===== src/rtl/pipe_sram_pkg.sv =====
package pipe_sram_pkg;
  localparam int LANE_W = 9;
  localparam int BEAT_W = 2;

  typedef struct packed {
    logic step;
    logic rdEn;
    logic wrEn;
    logic fwd;
  } sram_strobe_t;
endpackage


===== src/rtl/pipe_sram_ctrl.sv =====
module pipe_sram_ctrl
  import pipe_sram_pkg::*;
#(
  parameter int ADDR_W = 6,
  parameter int BYTES  = 2
) (
  input  logic              clk,
  input  logic              rstN,
  input  logic              suspend,
  input  logic              chipSelN0,
  input  logic              chipSel1,
  input  logic              chipSelN2,
  input  logic              advance,
  input  logic              readNotWrite,
  input  logic [BYTES-1:0]  byteWrN,
  input  logic              burstLinear,
  input  logic [ADDR_W-1:0] addr,
  output sram_strobe_t      strb,
  output logic [ADDR_W-1:0] rdAddr,
  output logic [ADDR_W-1:0] wrAddr,
  output logic [BYTES-1:0]  wrMask,
  output logic              driveOn
);
  typedef struct packed {
    logic              v;
    logic              w;
    logic [ADDR_W-1:0] a;
    logic [BYTES-1:0]  m;
  } op_t;

  op_t st1, st2, nxtOp;
  logic [ADDR_W-1:0] burstBase;
  logic [BEAT_W-1:0] beatCnt, beatNext, beatLow;
  logic              burstWr, burstLive, selAll;

  assign selAll   = !chipSelN0 && chipSel1 && !chipSelN2;
  assign beatNext = beatCnt + 1'b1;

  // burst ordering: wrap-around add or XOR on the two low address bits
  always_comb begin
    if (burstLinear) beatLow = burstBase[BEAT_W-1:0] + beatNext;
    else             beatLow = burstBase[BEAT_W-1:0] ^ beatNext;
  end

  always_comb begin
    if (!advance) begin
      nxtOp.v = selAll;
      nxtOp.w = !readNotWrite;
      nxtOp.a = addr;
    end else begin
      nxtOp.v = burstLive;
      nxtOp.w = burstWr;
      nxtOp.a = {burstBase[ADDR_W-1:BEAT_W], beatLow};
    end
    nxtOp.m = ~byteWrN;
  end

  always_ff @(posedge clk or negedge rstN) begin
    if (!rstN) begin
      st1       <= '0;
      st2       <= '0;
      burstBase <= '0;
      beatCnt   <= '0;
      burstWr   <= 1'b0;
      burstLive <= 1'b0;
    end else if (!suspend) begin
      st1 <= nxtOp;
      st2 <= st1;
      if (!advance) begin
        burstBase <= addr;
        beatCnt   <= '0;
        burstWr   <= !readNotWrite;
        burstLive <= selAll;
      end else begin
        beatCnt <= beatNext;
      end
    end
  end

  always_comb begin
    strb.step = !suspend;
    strb.rdEn = st1.v && !st1.w;
    strb.wrEn = st2.v && st2.w;
    strb.fwd  = st2.v && st2.w && (st2.a == st1.a);
  end

  assign rdAddr  = st1.a;
  assign wrAddr  = st2.a;
  assign wrMask  = st2.m;
  assign driveOn = st2.v && !st2.w;
endmodule


===== src/rtl/pipe_sram_dpath.sv =====
module pipe_sram_dpath
  import pipe_sram_pkg::*;
#(
  parameter int ADDR_W = 6,
  parameter int BYTES  = 2
) (
  input  logic                      clk,
  input  logic                      rstN,
  input  sram_strobe_t              strb,
  input  logic [ADDR_W-1:0]         rdAddr,
  input  logic [ADDR_W-1:0]         wrAddr,
  input  logic [BYTES-1:0]          wrMask,
  input  logic [BYTES*LANE_W-1:0]   dataIn,
  output logic [BYTES*LANE_W-1:0]   dataOut
);
  localparam int DATA_W = BYTES * LANE_W;
  localparam int DEPTH  = 1 << ADDR_W;

  logic [DATA_W-1:0] mem [DEPTH];
  logic [DATA_W-1:0] rdWord, outReg;
  wire  [DATA_W-1:0] merged;

  assign rdWord = mem[rdAddr];

  // per-lane bypass of a write committing on the same edge
  for (genvar g = 0; g < BYTES; g++) begin : g_lane
    assign merged[g*LANE_W +: LANE_W] = (strb.fwd && wrMask[g])
                                      ? dataIn[g*LANE_W +: LANE_W]
                                      : rdWord[g*LANE_W +: LANE_W];
  end

  always_ff @(posedge clk) begin
    if (strb.step && strb.wrEn) begin
      for (int b = 0; b < BYTES; b++) begin
        if (wrMask[b]) mem[wrAddr][b*LANE_W +: LANE_W] <= dataIn[b*LANE_W +: LANE_W];
      end
    end
  end

  always_ff @(posedge clk or negedge rstN) begin
    if (!rstN)                        outReg <= '0;
    else if (strb.step && strb.rdEn)  outReg <= merged;
  end

  assign dataOut = outReg;
endmodule


===== src/rtl/pipe_sram.sv =====
module pipe_sram
  import pipe_sram_pkg::*;
#(
  parameter int ADDR_W = 6,
  parameter int BYTES  = 2
) (
  input  logic                    clk,
  input  logic                    rstN,
  input  logic                    suspend,
  input  logic                    chipSelN0,
  input  logic                    chipSel1,
  input  logic                    chipSelN2,
  input  logic                    advance,
  input  logic                    readNotWrite,
  input  logic [BYTES-1:0]        byteWrN,
  input  logic                    burstLinear,
  input  logic [ADDR_W-1:0]       addr,
  input  logic                    outEnN,
  input  logic [BYTES*LANE_W-1:0] dataIn,
  output logic [BYTES*LANE_W-1:0] dataOut,
  output logic                    dataOutEn
);
  localparam int DATA_W = BYTES * LANE_W;

  sram_strobe_t      strb;
  logic [ADDR_W-1:0] rdAddr, wrAddr;
  logic [BYTES-1:0]  wrMask;
  logic              driveOn;

  pipe_sram_ctrl #(.ADDR_W(ADDR_W), .BYTES(BYTES)) u_ctrl (
    .clk(clk), .rstN(rstN), .suspend(suspend),
    .chipSelN0(chipSelN0), .chipSel1(chipSel1), .chipSelN2(chipSelN2),
    .advance(advance), .readNotWrite(readNotWrite), .byteWrN(byteWrN),
    .burstLinear(burstLinear), .addr(addr), .strb(strb),
    .rdAddr(rdAddr), .wrAddr(wrAddr), .wrMask(wrMask), .driveOn(driveOn)
  );

  pipe_sram_dpath #(.ADDR_W(ADDR_W), .BYTES(BYTES)) u_dpath (
    .clk(clk), .rstN(rstN), .strb(strb), .rdAddr(rdAddr), .wrAddr(wrAddr),
    .wrMask(wrMask), .dataIn(dataIn), .dataOut(dataOut)
  );

  // asynchronous release of the bus
  assign dataOutEn = driveOn && !outEnN;
endmodule


===== config.mk =====
export PLATFORM = sky130hd
export DESIGN_NAME = pipe_sram
export DESIGN_NICKNAME = d
export VERILOG_FILES = /design/src/rtl/pipe_sram_pkg.sv /design/src/rtl/pipe_sram_ctrl.sv /design/src/rtl/pipe_sram_dpath.sv /design/src/rtl/pipe_sram.sv
export SDC_FILE = /design/constraint.sdc
export NUM_CORES = 1
export LEC_CHECK = 0
export BUFFER_PORTS_ARGS = -buffer_cell sky130_fd_sc_hd__buf_2
export CORE_MARGIN = 5
export CORE_UTILIZATION = 60
export CTS_BUF_LIST = sky130_fd_sc_hd__clkbuf_16
export DETAILED_ROUTE_END_ITERATION = 12
export HOLD_SLACK_MARGIN = 0.05
export PLACE_DENSITY = 0.76
export SLEW_MARGIN = 10
export SYNTH_ARGS = -nofsm -noshare
export SYNTH_HDL_FRONTEND = slang
export SYNTH_SLANG_ARGS = --single-unit

===== constraint.sdc =====
create_clock -name clk -period 3 [get_ports clk]
set_input_delay 0.6 -clock clk [delete_from_list [all_inputs] [get_ports clk]]
set_output_delay 0.6 -clock clk [all_outputs]
set_load 0.01 [all_outputs]

==> summary.md, run 1 <==
| Metric | Value |
|---|---|
| Crit path kind | reg -> reg |
| Routed wire length | roughly 120000 microns |
| Via Count | 25623 |
| Synth Instances | about 2500 |
| LEAKAGE | 18.1 nW |
| GRT Util Overall | 0.271 |
| Predominant post-synthesis flop cell | edfxtp_1 |
| Sum Neg Setup Slack | 0 ns |
| Starting Density | 0.607 |
| Flop-to-flop setup slack | between 0.09 and 0.1 ns |
| Ys async rst share | 0.0400 |
| Sequential fraction of the synthesis area | 0.759 |
| GPL Wtd Cong | between 0.9 and 1 |
| DR WL/cell | 29.8 microns |
| Worst vdd ir | around 530 uV |
| Max Cap Viol | 0 |
| Final antenna-violating net count | 0 |
| # clock sinks | 1200 |
| Count of final setup violators | 0 |
| Least-Margin Pin Slew | 1.20 ns |
| I/O Buffers | 54 |
| Core Region | between 70000 and 80000 sq um |
| Element type at the critical path end | register |
| Cell variety after synth | 54 |
| Final #Nets | 2799 |
| CP max-delay cell | a311oi_1 |
| Final HPWL DP | 73300 microns |
| Worst Path Arrival | 3.42 ns |
| Num CTS Buffers | 111 |
| EDFF count, synth | ~1200 |
| Largest stage delay, worst path | ~0.66 ns |
| Worst-path clk slew | 0.07 ns |
| Final min period | between 2 and 3 ns |
| Gr ovfl total | 0 |
| Post-Syn Nets | 2507 |
| Yosys reg bits | 1200 |
| Pin count of the biggest net entering global routing | 66 |
| Max H-tree Level | 3 |
| Final hold violation count | 0 |
| Top post-synthesis cells by area | edfxtp_1 73%, mux4_2 8.2%, mux2i_1 5.1% |
| Type of the worst min-delay path | in -> reg |
| Final cell count without fillers | 3896 |
| Residual DRC | 0 |
| Run status | completed |
| Post-synth top cells | 1152 x edfxtp_1, 239 x mux2i_1, 171 x mux4_2 |
| Utilization after layout | 0.693 |
| Layout area overhead | 14.1% |
| Filler Cell Count | approximately 4600 |
| Initial antenna violation count | 3 |
| Top-count cell post-synth | edfxtp_1 |
| Post-synth top area cell | edfxtp_1 |
| WP data required | 3.51 ns |
| Crit path max fanout | 20 |
| Worst skew pair latency | around 0.68 ns |
| Avg Cell Area, Syn | ~19 sq um |
| Rows | between 100 and 150 |
| CP Cell Sequence | buf_4 > mux4_2 > mux2i_1 > nor3_1 > a311oi_1 > a31oi_1 |
| CTS root buffer | clkbuf_16 |
| Area fraction of the dominant cell type after synthesis | 0.733 |
| RSZ-0062 raised after global routing | false |
| Post-CTS Resized | 0 |
| Fmax | around 0.34 GHz |
| Yosys warns | 0 |
| Vias in the first global route | between 20000 and 30000 |
| CTS tree | done |
| First-pass GRT wire length | 171000 microns |
| Period utilisation layout | 0.969 |
| Post-Place Cells | 3687 |
| Clk_skew | 0.0354 ns |
| Die area | 84400 sq um |
| I/O pin count | 55 |
| Max_slew headroom | 0.198 |
| Startpoint types | register |
| Slew Viols, Final | 0 |
| Clock tree buffer depth | 3 |
| Die Height | between 200 and 300 microns |
| Iter 0 DRT Violations | 3331 |
| DRT Pass-1 Iters | 9 |
| Synthesized area | 47200 sq um |
| Pwr dens | approximately 700 nW/um^2 |
| Layout cells sized above 1 | 0.249 |
| Vias per cell | 6.58 |
| Die X | 290 microns |
==> flip-flops by register name, indices dropped and copies added (netlist names) <==
signal and cells:
u_dpath.dataOut 18, u_ctrl.burstWr 1, u_ctrl.st2 2, u_ctrl.burstBase 6, u_ctrl.beatCnt 2, u_ctrl.burstLive 1, u_ctrl.rdAddr 6, u_ctrl.st1 4
u_ctrl.wrAddr 6, u_ctrl.wrMask 2, u_dpath.mem 1152
==> cells in the final DEF (no fill, tap or decap), types with 5 or more instances in the layout <==
cell type	count
nand3_1	42
mux4_2	171
nand4_1	13
o22ai_1	11
a311oi_1	6
or3b_2	5
nor4_1	7
buf_2	54
a22oi_1	104
mux2_2	45
nor2_1	151
buf_4	245
a31oi_1	9
mux2i_1	239
a211oi_1	10
nand3b_1	6
nor3_1	9
clkinv_2	15
dfrtp_1	43
clkinvlp_4	9
clkinv_1	21
clkbuf_16	115
o21ai_0	52
bufinv_16	11
a21oi_1	43
nor2b_1	15
nand2b_1	6
inv_1	40
a22o_1	26
nand2_1	86
inv_6	5
buf_12	19
edfxtp_1	1152
xnor2_1	6
==> routing by layer <==
metal  share of wire  up-vias  GRT usage
met5        0.000077        -          0
met4           0.038        2     0.0933
met3            0.11      273     0.0616
met2            0.48     1641      0.435
met1            0.37    13116      0.377
li1                -    10591          -
==> metrics by stage <==
stage	hold WS (ns)	power (W)	setup WS, ns	cell area (sq um)
after floorplan	0.304	0.0219	0.650	47200
after global placement	0.474	0.0238	0.213	50200
after detailed placement	0.486	0.0239	0.133	50200
after CTS	0.0984	0.0375	0.105	53800
after global routing	0.111	0.0387	0.0355	53800
final	0.125	0.0375	0.0921	53900
==> final cells by class <==
class	count	area (sq um)	area share
flip-flops and latches	1200	35800	0.665
multi-input cells	1117	10600	0.197
clock buffers	115	2880	0.0534
repair buffers	319	2500	0.0464
well taps	1040	1300	0.0242
clock inverters	91	723	0.0134
inverters	13	48.8	0.000906
diodes	1	2.50	0.0000465
==> path summary, 6_finish.rpt <==
check / endpoint / from / depth (start not counted)
hold / removal: u_ctrl.st1[0]$_DFFE_PN0N_ / byteWrN[0] / 2
hold reg to reg: u_ctrl.st1[0]$_DFFE_PN0N_ / u_ctrl.st1[0]$_DFFE_PN0N_ / 2
min in group asynchronous: u_ctrl.beatCnt[1]$_DFFE_PN0N_ / rstN / 2
setup / recovery: u_dpath.dataOut[4]$_DFFE_PN0P_ / u_ctrl.rdAddr[0]$_DFFE_PN0N_ / 6
setup reg to reg: u_dpath.dataOut[4]$_DFFE_PN0P_ / u_ctrl.rdAddr[0]$_DFFE_PN0N_ / 6
max in group asynchronous: u_dpath.dataOut[7]$_DFFE_PN0P_ / rstN / 3
==> critical path, delay by kind of cell (launching register included) <==
family,cells,cell delay [ns]
compound gates,2,0.87
mux,2,0.81
flops,1,0.56
buf+inv,1,0.42
simple gates,1,0.07
==> report_power, final <==
| part | internal [W] | total [W] | switching, W |
|---|---|---|---|
| clock network | 0.00787 | 0.0139 | 0.00599 |
| logic | 0.00193 | 0.00475 | 0.00282 |
| registers | 0.0185 | 0.0189 | 0.000396 |
| total | 0.0283 | 0.0375 | 0.00920 |
==> logic make-up (layout without fill, tap and decap cells) <==
logic type	count (synthesis)	in the layout	synth area share
adder cells (fa/ha/maj)	1	1	0.000265
multiplexers	459	459	0.145
buffers and inverters	153	538	0.0176
AO/OA/AOI/OAI	284	284	0.0413
other	0	1	0
AND/OR/NAND/NOR	364	364	0.0354
flip-flops	1200	1200	0.759
XOR/XNOR	9	9	0.00167
==> repair_timing <==
action                                  4_1_cts  5_1_grt
hold endpoints to repair                     24        0
buffers inserted                              0        1
endpoints found under the setup margin        0        2
hold buffers                                  1        0
(Power assumes the default switching activity.)
==> run 2: changes to the inputs <==
ABC_AREA = 1   (was default)
==> summary.md, run 2 <==
| Metric | Value |
|---|---|
| EDFF count, synth | 1152 (unchanged) |
| Commonest non-fill, non-tap cell in the layout | nand2_1 (was edfxtp_1) |
| Crit path max fanout | 64 (was 20) |
| Top post-synthesis cells by area | edfxtp_1 70%, nand2_1 12%, nand3_1 10% (was edfxtp_1 73%, mux4_2 8.2%, mux2i_1 5.1%) |
| Synthesized area | 49200 sq um (was 47200 sq um) |
| Top-count cell post-synth | nand2_1 (was edfxtp_1) |
| Sum Neg Setup Slack | 0 ns (unchanged) |
| Die Height | 296 microns (was 290 microns) |
| LEAKAGE | 20.4 nW (was 18.1 nW) |
| Iter 0 DRT Violations | 4944 (was 3331) |
| Worst-path clk slew | 0.06 ns (was 0.07 ns) |
| RSZ-0062 raised after global routing | false (unchanged) |
| Final hold violation count | 0 (unchanged) |
| Max H-tree Level | 3 (unchanged) |
| First-pass GRT wire length | 195000 microns (was 171000 microns) |
| Layout area overhead | 12.1% (was 14.1%) |
| WP data required | 3.60 ns (was 3.51 ns) |
| Pin count of the biggest net entering global routing | 126 (was 66) |
| Yosys reg bits | 1200 (unchanged) |
| Type of the worst min-delay path | in -> reg (unchanged) |
| Worst slack, placed | 0.555 ns (was 0.133 ns) |
| GPL Wtd Cong | 0.905 (was 0.939) |
| CTS root buffer | clkbuf_16 (unchanged) |
| Die area | 87900 sq um (was 84400 sq um) |
| Cell variety after synth | 25 (was 54) |
| DRT Pass-1 Iters | 5 (was 9) |
| Max_slew headroom | 0.369 (was 0.198) |
| Worst Path Arrival | 3.08 ns (was 3.42 ns) |
| Max Cap Viol | 0 (unchanged) |
| Core Region | 81700 sq um (was 77700 sq um) |
| Commonest cells after routing, fill and taps aside | 1591 x nand2_1, 1152 x edfxtp_1, 993 x nand3_1, 210 x buf_4, 165 x nor2_1 (was 1152 x edfxtp_1, 245 x buf_4, 239 x mux2i_1, 171 x mux4_2, 151 x nor2_1) |
| Predominant post-synthesis flop cell | edfxtp_1 (unchanged) |
| Post-CTS Resized | 0 (unchanged) |
| Starting Density | 0.602 (was 0.607) |
| Final min period | 2.47 ns (was 2.91 ns) |
| Min Hold Slack | 0.117 ns (was 0.125 ns) |
| Startpoint types | register (unchanged) |
| Via Count | 33967 (was 25623) |
| Crit path kind | reg -> reg (unchanged) |
| I/O pin count | 55 (unchanged) |
| Worst skew pair latency | 0.67 ns (was 0.68 ns) |
| Run status | completed (unchanged) |
| # clock sinks | 1200 (unchanged) |
| PnR worst setup slack | 0.527 ns (was 0.0921 ns) |
| I/O Buffers | 54 (unchanged) |
| Element type at the critical path end | register (unchanged) |
| Sequential fraction of the synthesis area | 0.727 (was 0.759) |
| Count of final setup violators | 0 (unchanged) |
| DR WL/cell | 22.9 microns (was 29.8 microns) |
| Area fraction of the dominant cell type after synthesis | 0.703 (was 0.733) |
| Ys async rst share | 0.0400 (unchanged) |
| Pwr Total | 0.0391 W (was 0.0375 W) |
| Post-synth top cells | 1591 x nand2_1, 1152 x edfxtp_1, 993 x nand3_1 (was 1152 x edfxtp_1, 239 x mux2i_1, 171 x mux4_2) |
| Rows | 105 (was 102) |
| Final antenna-violating net count | 0 (unchanged) |
| Final #Nets | 4481 (was 2799) |
| Yosys warns | 0 (unchanged) |
| Filler Cell Count | 5669 (was 4648) |
| Gr ovfl total | 0 (unchanged) |
| GRT Util Overall | 0.292 (was 0.271) |
| Post-synth top area cell | edfxtp_1 (unchanged) |
| Initial antenna violation count | 6 (was 3) |
| Avg Cell Area, Syn | 11.4 sq um (was 19.1 sq um) |
| Pwr dens | 708 nW/um^2 (was 697 nW/um^2) |
| Final HPWL DP | 79400 microns (was 73300 microns) |
| Routed wire length | 129000 microns (was 116000 microns) |
| Post-Syn Nets | 4353 (was 2507) |
| Vias per cell | 6.05 (was 6.58) |
| Antenna Cells | 0 (was 1) |
| Synth Instances | 4316 (was 2470) |
| Clk_skew | 0.0230 ns (was 0.0354 ns) |
| Die X | 296 microns (was 290 microns) |
| Worst vdd ir | 498 uV (was 527 uV) |
| Vias in the first global route | 32297 (was 25774) |
| Reg with most FFs | u_dpath.mem (unchanged) |
| CTS tree | done (unchanged) |
| Period utilisation layout | 0.824 (was 0.969) |
| Residual DRC | 0 (unchanged) |
| Slew Viols, Final | 0 (unchanged) |
| Clock tree buffer depth | 3 (unchanged) |
| Fmax | 0.404 GHz (was 0.344 GHz) |
| Least-Margin Pin Slew | 0.946 ns (was 1.20 ns) |
| Num CTS Buffers | 114 (was 111) |
| Layout cells sized above 1 | 0.101 (was 0.249) |
| Largest register FFs | 1152 (unchanged) |
run 2: final cells by class:
| type | count | area (sq um) | area share |
|---|---|---|---|
| clock buffers | 119 | 2980 | 0.0540 |
| flip-flops and latches | 1200 | 35800 | 0.649 |
| repair buffers | 293 | 2420 | 0.0438 |
| well taps | 1070 | 1340 | 0.0243 |
| clock inverters | 95 | 596 | 0.0108 |
| inverters | 24 | 108 | 0.00195 |
| multi-input cells | 2811 | 11900 | 0.216 |
run 2: routing by layer:
metal | part of all wire | GRT usage | vias to the layer above | wire [microns]
li1 | - | - | 15296 | -
met5 | 0.00042 | 0 | - | 54
met2 | 0.47 | 0.461 | 1994 | 60500
met3 | 0.12 | 0.0646 | 234 | 15000
met1 | 0.39 | 0.421 | 16435 | 49700
met4 | 0.027 | 0.0820 | 8 | 3540
run 2: worst max-delay path, stage by stage (launching register included):
cell and delay (ns):
dfrtp_4 0.62, inv_8 0.22, buf_12 0.30, buf_4 0.29
nand2_1 0.07, nand3_1 0.07, nand3_1 0.10, nand2_1 0.16
nand2_1 0.08, nand3_1 0.10, nand3_1 0.11, nand3_1 0.10
nand2_1 0.06, nand2_1 0.06
run 2: final timing paths:
path / start / end / slack [ns] / cells after the start
max: u_ctrl.rdAddr[0]$_DFFE_PN0N_ / u_dpath.dataOut[8]$_DFFE_PN0P_ / 0.53 / 13
max in group asynchronous: rstN / u_dpath.dataOut[6]$_DFFE_PN0P_ / 1.70 / 3
min: byteWrN[1] / u_ctrl.st1[1]$_DFFE_PN0N_ / 0.12 / 2
max reg2reg: u_ctrl.rdAddr[0]$_DFFE_PN0N_ / u_dpath.dataOut[8]$_DFFE_PN0P_ / 0.53 / 13
min in group asynchronous: rstN / u_ctrl.st1[1]$_DFFE_PN0N_ / 0.63 / 2
min reg2reg: u_ctrl.st1[0]$_DFFE_PN0N_ / u_ctrl.st1[0]$_DFFE_PN0N_ / 0.51 / 2
run 2: cells by family after synthesis:
family,share of synthesized area
and+or+nand+nor,0.238
DFF,0.727
buffers and inverters,0.0303
AOI/OAI and AO/OA,0.00363
xor gates and xnor gates,0.00107
adders and majority gates,0.000254
run 2: per-stage QoR:
step / utilization / area (sq um) / cells
floorplan: - / 49200 / 4316
global placement: 0.632 / 51600 / 5397
detailed placement: 0.632 / 51600 / 5397
CTS: 0.675 / 55200 / 5612
global route: 0.675 / 55200 / 5612
finish: 0.675 / 55200 / 5612
run 2: what timing repair did:
action                                  in CTS  in global routing
setup buffers                                0                  0
hold endpoints to repair                    25                  0
endpoints found under the setup margin       0                  0
hold buffers                                 1                  0
run 2: power by group:
part | leakage, nW | total (W) | internal, W | switching, W
logic | 7.63 | 0.00647 | 0.00181 | 0.00466
clock network | 1.84 | 0.0137 | 0.00772 | 0.00594
registers | 10.9 | 0.0189 | 0.0185 | 0.000396
